`src/rtl/seq125_pkg.sv`:
```
package seq125_pkg;

    localparam int MANT_W = 2;

    typedef enum logic [MANT_W-1:0] {
        MANT_X1  = 2'b00,
        MANT_X2  = 2'b01,
        MANT_X5  = 2'b10,
        MANT_RSV = 2'b11
    } mant_e;

    localparam logic [1:0] TGT_SAMPLE = 2'd0;
    localparam logic [1:0] TGT_GATE   = 2'd1;
    localparam logic [1:0] TGT_TIMER  = 2'd2;
    localparam logic [1:0] TGT_STEP   = 2'd3;

endpackage

```
`src/rtl/seq125_regif.sv`:
```
module seq125_regif #(
    parameter int DATA_W = 6,
    parameter int ADDR_W = 2,
    localparam int NUM_TGT = 1 << ADDR_W
) (
    input  logic              clk,
    input  logic              rst_n,
    input  logic              cs_n,
    input  logic [ADDR_W-1:0] addr,
    input  logic [DATA_W-1:0] din,
    output logic [DATA_W-1:0] sample_q,
    output logic [DATA_W-1:0] gate_q,
    output logic [DATA_W-1:0] timer_q,
    output logic [DATA_W-1:0] step_q,
    output logic [NUM_TGT-1:0] preset_q,
    output logic              wr_sample
);
    import seq125_pkg::*;

    typedef struct packed {
        logic [DATA_W-1:0]  sample;
        logic [DATA_W-1:0]  gate;
        logic [DATA_W-1:0]  timer;
        logic [DATA_W-1:0]  step;
        logic [NUM_TGT-1:0] preset;
    } regs_t;

    regs_t r_d, r_q;
    logic  wr;

    always_comb begin
        wr        = !cs_n;
        wr_sample = wr && (addr == ADDR_W'(TGT_SAMPLE));
        r_d        = r_q;
        r_d.preset = '0;
        if (wr) begin
            r_d.preset[addr] = 1'b1;
            case (addr)
                ADDR_W'(TGT_SAMPLE): r_d.sample = din;
                ADDR_W'(TGT_GATE):   r_d.gate   = din;
                ADDR_W'(TGT_TIMER):  r_d.timer  = din;
                default:             r_d.step   = din;
            endcase
        end
    end

    always_ff @(posedge clk or negedge rst_n) begin
        if (!rst_n) r_q <= '0;
        else        r_q <= r_d;
    end

    assign sample_q = r_q.sample;
    assign gate_q   = r_q.gate;
    assign timer_q  = r_q.timer;
    assign step_q   = r_q.step;
    assign preset_q = r_q.preset;

endmodule

```
`src/rtl/seq125_ring.sv`:
```
module seq125_ring #(
    parameter int LEN = 5
) (
    input  logic clk,
    input  logic rst_n,
    input  logic clr,
    output logic wrap
);
    typedef struct packed {
        logic [LEN-1:0] hot;
    } ring_t;

    ring_t s_d, s_q;

    always_comb begin
        s_d = s_q;
        if (clr) s_d.hot = LEN'(1);
        else     s_d.hot = {s_q.hot[LEN-2:0], s_q.hot[LEN-1]};
    end

    always_ff @(posedge clk or negedge rst_n) begin
        if (!rst_n) s_q <= '{hot: LEN'(1)};
        else        s_q <= s_d;
    end

    assign wrap = s_q.hot[LEN-1];

endmodule

```
`src/rtl/seq125_decade.sv`:
```
module seq125_decade #(
    parameter int RADIX = 10,
    localparam int DIG_W = $clog2(RADIX)
) (
    input  logic clk,
    input  logic rst_n,
    input  logic clr,
    input  logic cin,
    output logic cout
);
    localparam logic [DIG_W-1:0] TOP = DIG_W'(RADIX - 1);
    localparam logic [DIG_W-1:0] ONE = DIG_W'(1);

    typedef struct packed {
        logic [DIG_W-1:0] cnt;
    } dig_t;

    dig_t s_d, s_q;

    always_comb begin
        s_d  = s_q;
        cout = cin && (s_q.cnt == TOP);
        if (clr) begin
            s_d.cnt = '0;
        end else if (cin) begin
            if (s_q.cnt == TOP) s_d.cnt = '0;
            else                s_d.cnt = s_q.cnt + ONE;
        end
    end

    always_ff @(posedge clk or negedge rst_n) begin
        if (!rst_n) s_q <= '0;
        else        s_q <= s_d;
    end

endmodule

```
`src/rtl/seq125_chain.sv`:
```
module seq125_chain #(
    parameter int NUM_STAGES = 7,
    parameter int RADIX      = 10
) (
    input  logic                clk,
    input  logic                rst_n,
    input  logic                clr,
    input  logic                tick_in,
    output logic [NUM_STAGES:0] taps
);
    logic [NUM_STAGES:0] carry;

    assign carry[0] = tick_in;

    for (genvar i = 0; i < NUM_STAGES; i++) begin : g_stage
        seq125_decade #(.RADIX(RADIX)) u_dec (
            .clk  (clk),
            .rst_n(rst_n),
            .clr  (clr),
            .cin  (carry[i]),
            .cout (carry[i+1])
        );
    end

    assign taps = carry;

endmodule

```
`src/rtl/seq125_divider.sv`:
```
module seq125_divider #(
    parameter int DATA_W     = 6,
    parameter int ADDR_W     = 2,
    parameter int NUM_STAGES = 7,
    parameter int RADIX      = 10,
    localparam int NUM_TGT   = 1 << ADDR_W
) (
    input  logic               clk,
    input  logic               rst_n,
    input  logic               cs_n,
    input  logic [ADDR_W-1:0]  addr,
    input  logic [DATA_W-1:0]  din,
    output logic [DATA_W-1:0]  gate_ival,
    output logic [DATA_W-1:0]  timer_ival,
    output logic [DATA_W-1:0]  step_val,
    output logic [NUM_TGT-1:0] preset,
    output logic               int_clk
);
    import seq125_pkg::*;

    localparam int EXP_W  = $clog2(NUM_STAGES + 1);
    localparam int EXP_LO = MANT_W;
    localparam int EXP_HI = MANT_W + EXP_W - 1;

    logic [DATA_W-1:0]   sample_q;
    logic                wr_sample;
    logic                wrap2, wrap5;
    logic                pre_tick;
    logic [NUM_STAGES:0] taps;
    mant_e               mant;
    logic [EXP_W-1:0]    expo;
    logic                unused_spare_bits;

    seq125_regif #(.DATA_W(DATA_W), .ADDR_W(ADDR_W)) u_regif (
        .clk      (clk),
        .rst_n    (rst_n),
        .cs_n     (cs_n),
        .addr     (addr),
        .din      (din),
        .sample_q (sample_q),
        .gate_q   (gate_ival),
        .timer_q  (timer_ival),
        .step_q   (step_val),
        .preset_q (preset),
        .wr_sample(wr_sample)
    );

    seq125_ring #(.LEN(2)) u_ring2 (
        .clk  (clk),
        .rst_n(rst_n),
        .clr  (wr_sample),
        .wrap (wrap2)
    );

    seq125_ring #(.LEN(5)) u_ring5 (
        .clk  (clk),
        .rst_n(rst_n),
        .clr  (wr_sample),
        .wrap (wrap5)
    );

    always_comb begin
        mant = mant_e'(sample_q[MANT_W-1:0]);
        expo = sample_q[EXP_HI:EXP_LO];
        case (mant)
            MANT_X2: pre_tick = wrap2;
            MANT_X5: pre_tick = wrap5;
            default: pre_tick = 1'b1;
        endcase
    end

    seq125_chain #(.NUM_STAGES(NUM_STAGES), .RADIX(RADIX)) u_chain (
        .clk    (clk),
        .rst_n  (rst_n),
        .clr    (wr_sample),
        .tick_in(pre_tick),
        .taps   (taps)
    );

    always_comb begin
        if (int'(expo) <= NUM_STAGES) int_clk = taps[expo];
        else                          int_clk = taps[NUM_STAGES];
    end

    assign unused_spare_bits = ^sample_q[DATA_W-1:EXP_HI+1];

endmodule

```
`config.mk`:
```
export PLATFORM = sky130hd
export DESIGN_NAME = seq125_divider
export DESIGN_NICKNAME = d
export VERILOG_FILES = /design/src/rtl/seq125_pkg.sv /design/src/rtl/seq125_regif.sv /design/src/rtl/seq125_ring.sv /design/src/rtl/seq125_decade.sv /design/src/rtl/seq125_chain.sv /design/src/rtl/seq125_divider.sv
export SDC_FILE = /design/constraint.sdc
export NUM_CORES = 1
export LEC_CHECK = 0
export BUFFER_PORTS_ARGS = -buffer_cell sky130_fd_sc_hd__buf_2
export CAP_MARGIN = 40
export CORE_AREA = 2 2 91 93
export CTS_BUF_LIST = sky130_fd_sc_hd__clkbuf_16
export CTS_CLUSTER_DIAMETER = 200
export CTS_CLUSTER_SIZE = 16
export DETAILED_ROUTE_END_ITERATION = 10
export DIE_AREA = 0 0 93 95
export GPL_ROUTABILITY_DRIVEN = 0
export PLACE_DENSITY_LB_ADDON = 0.12
export SYNTH_ARGS = -nofsm -noshare
export SYNTH_HDL_FRONTEND = slang
export SYNTH_SLANG_ARGS = --single-unit
```
`constraint.sdc`:
```
create_clock -name clk -period 2.94 [get_ports clk]
set_clock_uncertainty 0.15 [all_clocks]
set_input_delay 0.294 -clock clk [delete_from_list [all_inputs] [get_ports clk]]
set_output_delay 0.294 -clock clk [all_outputs]
set_load 0.03 [all_outputs]
```
Yosys cells after proc, flatten, opt, wreduce, memory -nomap -nowiden
Cells that the tools add are included.

operators by class
  $add $sub $neg = 7
  multiply operators = 0
  divide/modulo/power cells = 0
  $lt $le $gt $ge = 3
  equality and inequality tests = 11
  shifts and indexed selects = 0
  multiplexer cells = 29
  bitwise operators = 2
  reductions and logical operators = 23

operator list
  kind                                                                                 number
  4-bit 2-to-1 mux                                                                     22
  4-bit by 1-bit adder with 4-bit output, second input constant                        7
  4-bit equality test, second input constant                                           7
  2-bit nonzero test                                                                   7
  1-bit logical AND                                                                    9
  2-bit AND reduction                                                                  4
  5-bit 2-to-1 mux                                                                     1
  2-bit by 1-bit equality test with 1-bit output, second input constant                2
  2-bit equality test, second input constant                                           2
  3-bit by 4-bit < comparator with 1-bit output, second input constant                 1
  1-bit binary-select mux with 3-bit select                                            1
  2-bit by 3-bit < comparator with 1-bit output, second input constant                 1
  3-bit OR reduction                                                                   1
  1-bit demux with 2-bit select                                                        1
  2-bit by 1-bit greater-or-equal comparator with 1-bit output, second input constant  1
  2-bit logical NOT                                                                    1
  1-bit 2-to-1 mux                                                                     2
  2-bit 2-to-1 mux                                                                     1
  1-bit inverter                                                                       2
  1-bit one-hot mux with 2 select lines                                                1
  1-bit logical NOT                                                                    1

word-level totals
  register bits = 63
  bits in latches = 0
  RAM bits = 0
  ROM bits = 0
  input port bits = 11
  logic and storage cells = 89
  memories = 0

Longest topological paths before layout
  word-level depth = 11
  gate-level depth with buffers = 8
  depth with buffers taken out = 6

Cells and area by module
Synthesis repeated with hierarchy kept, for this count alone.

second synthesis, totals
  cells, all modules = 262
  area, all modules = 3067.9 µm²

by module, submodules not included
  module                 instances  cells an instance  area an instance (µm²)  seq. area each (µm²)
  seq125_decade          7          26                 241.5                   100.1
  seq125_regif           1          57                 1029.7                  700.7
  seq125_ring (u_ring5)  1          10                 167.7                   126.4
  seq125_divider         1          8                  106.4                   0.0
  seq125_ring (u_ring2)  1          4                  66.3                    51.3
  seq125_chain           1          1                  7.5                     0.0

Least setup slack after synthesis
OpenSTA, ideal clock, no wires.

  kind = flip-flop to output port
  start point = reg u_regif.r_q (netlist bit u_regif.sample_q[0])
  end point = out int_clk
  data arrival time = 1.678 ns
  path slack = 0.818 ns
  stages on the path, launching flop included = 8
  path buffers = 1
  path through = dfrtp_1 -> inv_1 -> ha_1 -> a221o_1 -> nand3_4 -> buf_2 -> a211oi_1 -> a31o_2

between the ends
  cells in the longest elaborated chain, start to end = 11

ends and longest elaborated chain
  element                                                                                line                  text
  start: declaration                                                                     seq125_regif.sv:28    regs_t r_d, r_q;
  start signal: assignment                                                               seq125_regif.sv:49    else r_q <= r_d;
  2-bit equality test or 2-bit by 1-bit equality test with 1-bit output (tied branches)  seq125_divider.sv:65  case (mant)
  1-bit one-hot mux with 2 select lines *                                                seq125_divider.sv:65
  1-bit logical AND (7 in series)                                                        seq125_decade.sv:22   cout = cin && (s_q.cnt == TOP);
  1-bit binary-select mux with 3-bit select *                                            seq125_divider.sv:81  if (int'(expo) <= NUM_STAGES) int_clk = taps[expo];
  1-bit 2-to-1 mux (not written as such) *                                               seq125_divider.sv:81
  end: declaration                                                                       seq125_divider.sv:17  output logic int_clk

Every way passes the cells marked *; elsewhere a longest branch is shown, timed or not. The select of a mux whose other input is x is not followed.

Worst setup path after layout
  start point = reg u_chain.g_stage[2].u_dec.s_q[1] (netlist bit)
  end point = out int_clk

between the ends
  cells in the longest elaborated chain, start to end = 8

ends and longest elaborated chain
  element                                      line                  text
  start: declaration                           seq125_decade.sv:18   dig_t s_d, s_q;
  start signal: assignment                     seq125_decade.sv:32   if (!rst_n) s_q <= '0;
  start signal: assignment                     seq125_decade.sv:33   else s_q <= s_d;
  4-bit equality test *                        seq125_decade.sv:22
  1-bit logical AND *                          seq125_decade.sv:22
  1-bit logical AND (4 in series)              seq125_decade.sv:22
  1-bit binary-select mux with 3-bit select *  seq125_divider.sv:81
  1-bit 2-to-1 mux (not written as such) *     seq125_divider.sv:81

Marked as above.

==> metrics.log <==
INFO  metric status = finished, final reports clean
INFO  metric vias_per_cell = 5.22
INFO  metric clock_sinks = between 60 and 70
INFO  metric drive_gt1_frac = 0.237
INFO  metric r2r_end = u_chain.g_stage[5].u_dec.s_q[3]
INFO  metric clock_tree.buffer_depth = 2
INFO  metric yosys_register_bits = 62
INFO  metric postSynthCellCount = 296
INFO  metric die_w = 93 um
INFO  metric worstPathMaxFanout = 9
INFO  metric worstHoldPathCells = 3
INFO  metric synth-edff-count = 0
INFO  metric via_count = 2,312
INFO  metric worstPathArrival = 2.24 ns
INFO  metric critPathKind = register to primary output
INFO  metric first_global_vias = 2,248
INFO  metric cp-start-kind = register
INFO  metric worst-slew-pin-transition = between 0.6 and 0.7 ns
INFO  metric num_rows = 33
INFO  metric final_nets = 360
INFO  metric detail-route-antenna-nets = 0
INFO  metric synth.cell_area = 3080 sq um
INFO  metric drt_pre_antenna_iters = 4
INFO  metric postRouteWirelength = about 6.3 mm
INFO  metric cts_inserted_buffers = 9
INFO  metric hpwlAfterDp = 4.32 mm
INFO  metric synthesis.nets = 323
INFO  metric power.density = 684 nW/um^2
INFO  metric irDropWorstVdd = 0.000358 V
INFO  metric timing.critical_path.cells = inv_1 > ha_1 > and3b_1 > o21ai_0 > a2111oi_0 > a31o_2 > buf_2
INFO  metric relative_slew_slack = 0.576
INFO  metric cts-root-buf = sky130_fd_sc_hd__clkbuf_16
INFO  metric final-setup-viol-count = 0
INFO  metric min_period_over_period = 0.913
INFO  metric initial_core_util = 0.388
INFO  metric grt_first_pass_wirelength = 10.9 mm
INFO  metric dieHeight = 95 um
INFO  metric timing.reg2reg.setup_slack = 0.75 ns
INFO  metric worst_hold_path_type = input pin to register
INFO  metric leakage = 1.69 nW
INFO  metric critical_path.endpoint_type = primary output
INFO  metric fmax = 0.373 GHz
INFO  metric critical_path_max_stage_delay = about 0.43 ns
INFO  metric setup-tns-final = 0 ns
INFO  metric rr_startpoint = u_chain.g_stage[0].u_dec.s_q[1]
INFO  metric track_usage = 0.159
INFO  metric largest_net_degree_at_the_start_of_global_routing = 36
INFO  metric crit_path_top_delay_cell = sky130_fd_sc_hd__a2111oi_0
INFO  metric core_region_area = approximately 7900 sq um
INFO  metric tritoncts_clock_tree = done
INFO  metric number_of_endpoints_with_negative_hold_slack_in_the_final_report = 0
INFO  metric timing_max_transition_violations_final = 0
INFO  metric synth.yosys.seq_area_share = 0.505
INFO  metric worst_hold_path.endpoint = u_regif.step_q[5]
INFO  metric postCtsSetupRepairBufs = 0
INFO  metric cts-htree-levels = 3
INFO  metric timing.final.crit_period = ~2.7 ns
INFO  metric die_area = 8840 sq um
INFO  metric drc = 0
INFO  metric cts.clk_slew.worst_paths = 0.06 ns
INFO  metric worst-r2r-cell-count = 6
INFO  metric antenna_cells = 0
INFO  metric post_drt_wl_per_cell = 14.3 um
INFO  metric globalRouteOverflowTotal = 0
INFO  metric number_of_unique_standard_cell_types_used_by_synthesis = 47
INFO  metric synth_async_sr_flop_share = 1.00
INFO  metric boundaryPins = 34
INFO  metric area_growth = 19.0%
INFO  metric cp.required = 2.50 ns
INFO  metric hold_path_startpoint = din[5]
INFO  metric clock_latency = 0.33 ns
INFO  metric number_of_buffers_inserted_by_port_buffering = 33
INFO  metric dominantRegCellSynth = sky130_fd_sc_hd__dfrtp_1
INFO  metric final.hold.worst_slack = about 0.036 ns
INFO  metric post_synth.cell_area_avg = 10.4 sq um
INFO  metric max_cap_viol_count = 0
INFO  metric grt_antenna_before_repair = 0
INFO  metric rsz0062_at_grt = no
INFO  metric synth.yosys.warnings = 0
INFO  metric dr.first_iter.drc_count = 103
[synth_stat cells (2+ instances only)]
master | count | area share
sky130_fd_sc_hd__dfrtp_1 | 60 | 0.49
sky130_fd_sc_hd__nand2_1 | 40 | 0.049
sky130_fd_sc_hd__o21ai_0 | 19 | 0.031
sky130_fd_sc_hd__a21oi_1 | 18 | 0.029
sky130_fd_sc_hd__ha_1 | 16 | 0.065
sky130_fd_sc_hd__inv_1 | 14 | 0.017
sky130_fd_sc_hd__nor2_1 | 14 | 0.017
sky130_fd_sc_hd__mux2_2 | 12 | 0.044
sky130_fd_sc_hd__buf_2 | 8 | 0.013
sky130_fd_sc_hd__or3_1 | 8 | 0.016
sky130_fd_sc_hd__and3b_1 | 7 | 0.020
sky130_fd_sc_hd__nand3b_1 | 7 | 0.017
sky130_fd_sc_hd__and2_1 | 6 | 0.012
sky130_fd_sc_hd__nand3_1 | 6 | 0.0098
sky130_fd_sc_hd__nor3_1 | 6 | 0.0098
sky130_fd_sc_hd__or4_1 | 6 | 0.015
sky130_fd_sc_hd__mux2i_1 | 5 | 0.016
sky130_fd_sc_hd__a31oi_1 | 4 | 0.0081
sky130_fd_sc_hd__nor4_1 | 3 | 0.0061
sky130_fd_sc_hd__o31ai_1 | 3 | 0.0073
sky130_fd_sc_hd__a211oi_1 | 2 | 0.0049
sky130_fd_sc_hd__and3_1 | 2 | 0.0041
sky130_fd_sc_hd__clkbuf_1 | 2 | 0.0024
sky130_fd_sc_hd__dfstp_2 | 2 | 0.017
sky130_fd_sc_hd__nand2b_1 | 2 | 0.0041
sky130_fd_sc_hd__nand4_1 | 2 | 0.0041
sky130_fd_sc_hd__nor3b_2 | 2 | 0.0081
[logic make-up (layout without fill, tap and decap cells)]
logic type               after synthesis  count (layout)  share of synthesized area
AO/OA/AOI/OAI                         54              54                      0.105
flip-flops                            62              62                      0.505
multiplexers                          17              17                     0.0602
AND/OR/NAND/NOR                      119             119                      0.221
XOR/XNOR                               1               1                    0.00285
adder cells (fa/ha/maj)               16              16                     0.0651
buffers and inverters                 27              69                     0.0399
[worst max path at each step]
stage                                     from       to  slack (ns)  cells after the start
6_report       u_chain.g_stage[2].u_dec.s_q[1]  int_clk        0.26                      7
5_1_grt        u_chain.g_stage[2].u_dec.s_q[1]  int_clk        0.05                      7
4_1_cts        u_chain.g_stage[0].u_dec.s_q[1]  int_clk        0.11                      7
3_5_place_dp   u_chain.g_stage[0].u_dec.s_q[1]  int_clk        0.47                      7
3_3_place_gp   u_chain.g_stage[0].u_dec.s_q[1]  int_clk        0.55                      7
2_1_floorplan              u_regif.sample_q[0]  int_clk        0.82                      7
[layout make-up]
cell class,instances,area (sq um)
Inverter,15,56.3
Fill cell,781,4270
Clock buffer,9,225
Clock inverter,7,75.1
Multi-Input combinational cell,207,1400
Timing Repair Buffer,38,218
Tap cell,105,131
Sequential cell,62,1550
[worst max-delay path, delay by kind of cell (launching register included)]
| kind | cells | cell delay [ns] |
|---|---|---|
| flip-flops | 1 | 0.40 |
| AO/OA/AOI/OAI | 3 | 0.73 |
| adder cells (fa/ha/maj) | 1 | 0.15 |
| buffers and inverters | 2 | 0.26 |
| AND/OR/NAND/NOR | 1 | 0.37 |
[state kept, by name, summed over array words and instances, names as in the netlist]
register and flops:
u_regif.step_q 6, u_ring2.s_q 2, u_regif.preset_q 4, u_regif.sample_q 5, u_regif.gate_q 6, u_chain.g_stage.u_dec.s_q 28
u_regif.timer_q 6, u_ring5.s_q 5
[per-layer routing]
layer / global-route usage / vias to the layer above / part of all wire / wire (um)
met2: 0.244 / 35 / 0.46 / 2930
met5: 0 / - / 0 / 0
met4: 0.0833 / 0 / 0.019 / 123
met1: 0.213 / 1136 / 0.48 / 3060
li1: - / 1130 / - / -
met3: 0.0303 / 11 / 0.033 / 209
[stage by stage]
step / power, mW / setup WS (ns) / instance area, sq um / instances / utilization
after floorplan: 1.33 / 0.818 / 3080 / 296 / -
after global placement: 1.47 / 0.550 / 3350 / 426 / 0.422
after detailed placement: 1.48 / 0.475 / 3350 / 426 / 0.422
after CTS: 2.54 / 0.115 / 3660 / 443 / 0.461
after global routing: 2.65 / 0.0473 / 3660 / 443 / 0.462
final: 2.50 / 0.257 / 3660 / 443 / 0.462
[power breakdown]
part / total [mW] / leakage [nW] / internal [mW] / switching [mW]
clock network: 1.05 / 0.149 / 0.658 / 0.392
logic: 0.426 / 0.739 / 0.154 / 0.272
registers: 1.03 / 0.805 / 0.959 / 0.0701
total: 2.50 / 1.69 / 1.77 / 0.734
[repair_timing]
action | 4_1_cts | 5_1_grt
gates resized for setup | 0 | 1
hold endpoints to repair | 13 | 0
setup endpoints to repair | 0 | 1
hold buffers | 1 | 0
[cells in the final DEF, fill, tap and decap left out, types with 4 or more instances in the layout]
cell type                    n
sky130_fd_sc_hd__or3_1       8
sky130_fd_sc_hd__clkinv_4    4
sky130_fd_sc_hd__inv_1      14
sky130_fd_sc_hd__mux2i_1     5
sky130_fd_sc_hd__mux2_2     12
sky130_fd_sc_hd__and2_1      6
sky130_fd_sc_hd__nand3_1     6
sky130_fd_sc_hd__buf_2      33
sky130_fd_sc_hd__ha_1       16
sky130_fd_sc_hd__a31oi_1     4
sky130_fd_sc_hd__o21ai_0    19
sky130_fd_sc_hd__nor3_1      6
sky130_fd_sc_hd__dfrtp_1    60
sky130_fd_sc_hd__and3b_1     6
sky130_fd_sc_hd__or4_1       6
sky130_fd_sc_hd__nand2_1    40
sky130_fd_sc_hd__nand3b_1    7
sky130_fd_sc_hd__clkbuf_16   9
sky130_fd_sc_hd__a21oi_1    18
sky130_fd_sc_hd__nor2_1     14
No activity file was read; power rests on OpenSTA's default activity.
